## src/rtl/cbuf_mask_pkg.sv

```systemverilog
package cbuf_mask_pkg;
  localparam int unsigned CBM_ADDR_W = 32;
  localparam int unsigned CBM_MASK_W = 16;

  // Build the full-width AND pattern: all ones above the stored mask bits
  function automatic logic [CBM_ADDR_W-1:0] cbm_pattern(input logic [CBM_MASK_W-1:0] m);
    logic [CBM_ADDR_W-1:0] p;
    p = '1;
    p[CBM_MASK_W-1:0] = m;
    return p;
  endfunction

  // Final address for one access
  function automatic logic [CBM_ADDR_W-1:0] cbm_apply(input logic [CBM_ADDR_W-1:0] a,
                                                      input logic [CBM_MASK_W-1:0] m,
                                                      input logic en);
    return en ? (a & cbm_pattern(m)) : a;
  endfunction
endpackage

```

## src/rtl/cbuf_mask_reg.sv

```systemverilog
module cbuf_mask_reg #(
  parameter int unsigned MASK_W = 16
) (
  input  logic              clk,
  input  logic              rst_n,
  input  logic              wr_en,
  input  logic [MASK_W-1:0] wr_low,
  output logic [MASK_W-1:0] mask_q
);
  localparam logic [MASK_W-1:0] RESET_MASK = '1;

  logic wr_fire;
  assign wr_fire = wr_en & rst_n;

  always_ff @(posedge clk) begin
    if (!rst_n)       mask_q <= RESET_MASK;
    else if (wr_fire) mask_q <= wr_low;
  end

  AST_WRITE_CAPTURE: assert property (@(posedge clk) disable iff (!rst_n)
    wr_en |=> mask_q == $past(wr_low));
  AST_HOLD_NO_WRITE: assert property (@(posedge clk) disable iff (!rst_n)
    (!wr_en && $past(rst_n)) |=> $stable(mask_q));
endmodule

```

## src/rtl/cbuf_mask_readback.sv

```systemverilog
module cbuf_mask_readback #(
  parameter int unsigned ADDR_W = 32,
  parameter int unsigned MASK_W = 16
) (
  input  logic [MASK_W-1:0] mask_q,
  output logic [ADDR_W-1:0] rd_word
);
  localparam int unsigned HI_W = ADDR_W - MASK_W;
  assign rd_word = {{HI_W{1'b1}}, mask_q};
endmodule

```

## src/rtl/cbuf_mask_and.sv

```systemverilog
module cbuf_mask_and #(
  parameter int unsigned ADDR_W = 32,
  parameter int unsigned MASK_W = 16
) (
  input  logic [ADDR_W-1:0] addr_in,
  input  logic [MASK_W-1:0] mask_q,
  input  logic              en,
  output logic [ADDR_W-1:0] addr_out
);
  // Per-bit gate: masked bits clear only when enabled, upper bits pass
  for (genvar b = 0; b < ADDR_W; b++) begin : g_bit
    if (b < MASK_W) begin : g_lo
      assign addr_out[b] = addr_in[b] & (mask_q[b] | ~en);
    end else begin : g_hi
      assign addr_out[b] = addr_in[b];
    end
  end
endmodule

```

## src/rtl/cbuf_mask_unit.sv

```systemverilog
module cbuf_mask_unit
  import cbuf_mask_pkg::*;
(
  input  logic                  clk,
  input  logic                  rst_n,
  input  logic                  mask_wr_en,
  input  logic [CBM_ADDR_W-1:0] mask_wr_data,
  output logic [CBM_ADDR_W-1:0] mask_rd_data,
  input  logic [CBM_ADDR_W-1:0] ea_in,
  input  logic                  mask_en,
  output logic [CBM_ADDR_W-1:0] ea_out
);
  localparam int unsigned HI_W = CBM_ADDR_W - CBM_MASK_W;

  logic [CBM_MASK_W-1:0] mask_q;
  logic [CBM_MASK_W-1:0] wr_low;
  assign wr_low = mask_wr_data[CBM_MASK_W-1:0];

  cbuf_mask_reg #(.MASK_W(CBM_MASK_W)) u_reg (
    .clk(clk), .rst_n(rst_n), .wr_en(mask_wr_en), .wr_low(wr_low), .mask_q(mask_q));

  cbuf_mask_readback #(.ADDR_W(CBM_ADDR_W), .MASK_W(CBM_MASK_W)) u_rb (
    .mask_q(mask_q), .rd_word(mask_rd_data));

  cbuf_mask_and #(.ADDR_W(CBM_ADDR_W), .MASK_W(CBM_MASK_W)) u_and (
    .addr_in(ea_in), .mask_q(mask_q), .en(mask_en), .addr_out(ea_out));

  AST_RD_UPPER_ONES: assert property (@(posedge clk) disable iff (!rst_n)
    mask_rd_data[CBM_ADDR_W-1:CBM_MASK_W] == {HI_W{1'b1}});
  AST_RD_AFTER_WRITE: assert property (@(posedge clk) disable iff (!rst_n)
    mask_wr_en |=> mask_rd_data[CBM_MASK_W-1:0] == $past(wr_low));
  AST_EN_MATCH: assert property (@(posedge clk) disable iff (!rst_n)
    mask_en |-> ea_out == cbm_apply(ea_in, mask_rd_data[CBM_MASK_W-1:0], 1'b1));
  AST_NEVER_SETS_BITS: assert property (@(posedge clk) disable iff (!rst_n)
    (ea_out & ~ea_in) == '0);
  AST_PASS_THROUGH: assert property (@(posedge clk) disable iff (!rst_n)
    !mask_en |-> ea_out == ea_in);
  AST_RESET_VALUE: assert property (@(posedge clk)
    !rst_n |=> mask_rd_data == '1);
endmodule

```

## config.mk

```make
export PLATFORM = sky130hd
export DESIGN_NAME = cbuf_mask_unit
export DESIGN_NICKNAME = d
export VERILOG_FILES = /design/src/rtl/cbuf_mask_pkg.sv /design/src/rtl/cbuf_mask_reg.sv /design/src/rtl/cbuf_mask_readback.sv /design/src/rtl/cbuf_mask_and.sv /design/src/rtl/cbuf_mask_unit.sv
export SDC_FILE = /design/constraint.sdc
export NUM_CORES = 1
export LEC_CHECK = 0
export BUFFER_PORTS_ARGS = -buffer_cell sky130_fd_sc_hd__buf_2
export CAP_MARGIN = 15
export CELL_PAD_IN_SITES_DETAIL_PLACEMENT = 2
export CELL_PAD_IN_SITES_GLOBAL_PLACEMENT = 2
export CORE_AREA = 2 2 90 92
export CTS_CLUSTER_SIZE = 25
export DETAILED_ROUTE_END_ITERATION = 8
export DIE_AREA = 0 0 92 94
export PLACE_DENSITY = 0.77
export SYNTH_ARGS = -nofsm -noshare
export SYNTH_HDL_FRONTEND = slang
export SYNTH_SLANG_ARGS = --single-unit
export TNS_END_PERCENT = 5
```

## constraint.sdc

```tcl
create_clock -name clk -period 0.8 [get_ports clk]
set_input_delay 0.16 -clock clk [delete_from_list [all_inputs] [get_ports clk]]
set_output_delay 0.16 -clock clk [all_outputs]
set_load 0.02 [all_outputs]
```

After elaboration in Yosys (flattened, before gate mapping)
Index checks and enable logic that the tools add are counted.
{ "totals": {"ff_bits": 16, "latch_bits": 0, "ram_bits": 0, "rom_bits": 0, "output_inout_bits": 64, "elab_cells": 35, "n_memories": 0} }
{ "classes": {"add_sub_neg": 0, "mul": 0, "div": 0, "n_lt_le_gt_ge": 0, "eq_ne": 0, "shift": 0, "n_mux": 0, "bitwise": 34, "reduce_logical": 0} }
{ "op_table": {"columns": ["op", "n"], "rows": [
  ["bitwise AND 1 bit", 17],
  ["bitwise OR 1 bit", 16],
  ["inverter 1 bit", 1]
]} }

Logic depth before layout (Yosys ltp)
{ "depth": {"depth_word": 3, "ltp_mapped": 3, "depth_no_buf": 2} }

Cells and area by module
From an unflattened synthesis, not the netlist that was laid out.
{ "unflattened": {"hier_cells": 134, "hier_area_um2": 1173.6} }
{ "by_module_without_submodules": {"columns": ["module", "n_inst", "cells_each", "area_per_inst_um2", "seq_area_each_um2"], "rows": [
  ["cbuf_mask_reg", 1, 52, 580.6, 320.3],
  ["cbuf_mask_and", 1, 49, 349.1, 0.0],
  ["cbuf_mask_readback", 1, 33, 244.0, 0.0]
]} }

Worst setup path after synthesis
Ideal clock, no wire load.
{ "synth_timing": {"kind": "flip-flop to output port", "start": "reg u_reg.mask_q[7]", "end": "out ea_out[7]", "arrival_time_ns": 1.014, "required_ns": 0.640, "path_slack_ns": -0.374, "path_stages_with_launch": 3, "path_buffers": 0, "path_cell_list": "dfxtp_1 > inv_1 > a21boi_0"} }
{ "synth_between": {"elab_chain_len": 2} }
{ "synth_rtl": {"columns": ["element", "line_no", "text"], "rows": [
  ["start, declared", "cbuf_mask_reg.sv:8", "output logic [MASK_W-1:0] mask_q"],
  ["start signal, assigned", "cbuf_mask_reg.sv:17", "else if (wr_fire) mask_q <= wr_low;"],
  ["bitwise OR 1 bit", "cbuf_mask_and.sv:13", "assign addr_out[b] = addr_in[b] & (mask_q[b] | ~en);"],
  ["bitwise AND 1 bit", "cbuf_mask_and.sv:13", null],
  ["end, declared", "cbuf_mask_unit.sv:11", "output logic [CBM_ADDR_W-1:0] ea_out"]
]} }
Every way passes these cells.

Worst setup path in the final report
{ "layout_timing": {"start": "reg u_reg.mask_q[12]", "end": "out ea_out[12]"} }
Same word-level chain as after synthesis.

==> results.txt <==
----------------------------------------------------
[Status]
  Violated checks ... negative setup slack
  Result of the run ... finished with violations

[Drt]
  DRT antenna net count ... 0
  Routed wire length per instance ... 13.9 microns
  Count of vias placed by the detailed router ... 1,015
  Detailed-routing iteration count for the pre-antenna-repair pass ... 2
  Routed wire length ... 4.02 mm
  DR DRC count ... 0
  Vias per Instance ... 3.51
  Iter 0 DRT Violations ... 8

[Floorplanning]
  Area of the core region ... 7610 sq um
  Full die area ... 8650 sq um
  Vertical die dimension ... 94 microns
  # rows ... 32
  Initial Utilization ... 12.8%
  Top-Level Pins ... 132
  Die Wd ... 92 microns

[GRT]
  Maximum number of pins on one net before global-route repair ... 19
  Number of antenna violations at the first check in global routing ... 0
  GRT Util Overall ... 9.08%
  Final global-route overflow total ... 0
  Wire length of the first global-routing pass ... 5.93 mm
  Vias in the first global route ... 1,174

[Clocking]
  Master cell of the clock root buffer ... clkbuf_8
  Max H-tree Level ... 1
  Maximum number of buffers from clock root to sink ... 2
  Clock slew seen by the registers of the worst setup and hold paths ... 80 ps
  Number of clock sinks seen by CTS ... 16
  Worst skew pair latency ... 260 ps
  Clock tree from TritonCTS ... done
  CTS Buf Count ... 3

[Setup path]
  Critical path origin ... u_reg.mask_q[12]
  Worst Path Arrival ... 950 ps
  Endpoint required time on the critical path ... 640 ps
  Slack of the worst reg-to-reg path ... -70 ps
  Sort of element at the end of the critical path ... primary output
  Maximum fanout encountered on the critical timing path ... 2
  Buffers plus inverters on the worst setup path ... 2
  Family with the most delay on the worst path ... flip-flops
  Cell type of the slowest stage on the worst timing path ... dfxtp_2
  Slowest stage delay, CP ... 350 ps
  Critical register-to-register path startpoint ... u_reg.mask_q[12]
  Critical path, cell by cell ... inv_2, a21boi_4, buf_6
  Class of the most critical setup path ... flop to primary output
  Type of origin of the critical path ... flop

[STA]
  F_max ... 902 MHz
  Final hold violation count ... 0
  Pins over their slew limit ... 0
  Setup repair after global routing missed its margin ... yes
  Fraction of the cycle the final worst path needs ... 139%
  Final critical path time including I/O delays and setup ... 1110 ps
  PnR worst setup slack ... -308 ps
  Final worst hold slack ... 128 ps
  Final Skew ... 0 ps
  Setup violations, final ... 34

[Flow run]
  Max Cap Violations ... 0

[Final layout]
  Final core utilization ... 24.5%
  Final #Nets ... 256
  Fraction of final layout cells with drive strength greater than 1 ... 74.9%
  Fill count ... 867
  Largest registers in the final layout ... u_reg.mask_q (16)
  Max FFs per register ... 16
  Non-filler cells, final ... 289
  Number of antenna diodes ... 0
  Footprint of the multi-input gates ... 546 sq um
  Area growth syn-to-layout ... 90.8%
  Storage cell area ... 343 sq um
  Register with the highest flop count ... u_reg.mask_q

[Hold path]
  Startpoint of the most critical hold path ... mask_wr_data[13]
  Hold Path Class ... primary input to flop

[Power]
  Clock power frac ... 28.9%
  VDD IR-drop max ... 0.414 mV
  Leakage power ... 0.948 nW
  Cell internal power dissipation ... 1.79 mW
  Share of total power in sequential cells ... 34.1%
  Switching power total ... 875 uW
  Areal power density over the cells ... 1430 nW/um^2
  Switching Share ... 32.8%
  Logic pwr share ... 37.0%

[Logic synthesis]
  Synthesized instance count ... 119
  Dominant cells by area after synthesis ... dfxtp_1, buf_4, a21boi_0
  Area fraction of the dominant cell type after synthesis ... 32.8%
  Sequential element share of the synthesized area ... 32.8%
  Number of synthesis warnings ... 0
  Post-synthesis sequential element count ... 16
  Cell area after synthesis ... 977 sq um
  Post-synthesis average cell area ... 8.21 sq um
  Library cells used by synthesis ... 11
  Library cell occupying the most area in the post-synthesis netlist ... dfxtp_1

[Place]
  Number of cells after detailed placement ... 282
  Placement Setup Slack ... -179 ps
  Buffers added on ports ... 67
  HPWL after detailed placement ... 2.96 mm
  Final weighted congestion in routability-driven placement ... 0.628

----------------------------------------------------
Yosys cell counts:
library cell and n:
a21boi_0 16, conb_1 1, buf_4 34, clkbuf_2 1, dfxtp_1 16, o211ai_1 15, nand2_1 16, o211ai_2 1
inv_1 16, buf_2 1, buf_6 2
power by group through the flow:
| stage | clock [mW] | combinational (mW) | sequential [mW] |
|---|---|---|---|
| 6_report | 0.770 | 0.987 | 0.908 |
| 5_1_grt | 0.864 | 1.06 | 0.917 |
| 4_1_cts | 0.831 | 0.973 | 0.905 |
| 3_5_place_dp | 0 | 0.841 | 0.906 |
| 3_3_place_gp | 0 | 0.811 | 0.904 |
| 2_1_floorplan | 0 | 0.587 | 0.976 |
worst min-delay path, delay by kind of cell:
kind                   cells  cell delay, ps
and+or+nand+nor            1              40
buffers and inverters      1              80
AOI/OAI and AO/OA          1              80
cell usage in the layout (no fill, tap or decap), drive strengths merged:
cell type  count
buf           87
inv           16
a21boi        16
nand2         16
conb          16
o211ai        16
dfxtp         16
clkbuf         4
final timing paths:
kind / end / depth (start not counted)
worst max-delay path: ea_out[12] / 3
worst min-delay path: u_reg.mask_q[13] / 3
worst max register to register: u_reg.mask_q[12] / 4
worst min register to register: u_reg.mask_q[15] / 2
routing by layer:
| metal | track usage, % | vias up | wire (microns) | part of all wire [%] |
|---|---|---|---|---|
| li1 | - | 474 | - | - |
| met1 | 8.97 | 477 | 1430 | 36 |
| met2 | 18.3 | 54 | 2240 | 56 |
| met3 | 2.17 | 10 | 285 | 7.1 |
| met4 | 3.11 | 0 | 53 | 1.3 |
| met5 | 0 | - | 0 | 0 |
kinds of logic (layout without fill, tap and decap cells):
logic type | Yosys count | after routing | synth area share (%)
buf+inv | 54 | 107 | 35.6
compound gates | 32 | 32 | 25.1
flops | 16 | 16 | 32.8
simple gates | 16 | 16 | 6.15
other cells | 1 | 16 | 0.384
final cells by class:
class | count | share of cell area [%]
multi-input combinational | 64 | 29.3
inverter | 16 | 3.22
sequential | 16 | 18.4
clock buffer | 4 | 2.95
timing repair buffer | 87 | 39.3
tap | 102 | 6.85
stage by stage:
| step | setup TNS, ps | cell area (sq um) | power (mW) |
|---|---|---|---|
| final | -5840 | 1860 | 2.66 |
| after floorplan | -148 | 1240 | 1.56 |
| after CTS | -6340 | 1830 | 2.71 |
| after detailed placement | -2380 | 1600 | 1.75 |
| after global routing | -7350 | 1860 | 2.84 |
| after global placement | -2060 | 1600 | 1.72 |
timing repair:
item / CTS / global route
endpoints found under the setup margin: 33 / 40
setup buffers: 1 / 2
pin swaps: 4 / 8
resized for setup: 67 / 8
cloned: 0 / 0
hold buffers: 0 / 0
endpoints found under the hold margin: 0 / 0
Power figures use the tool's default switching activity.
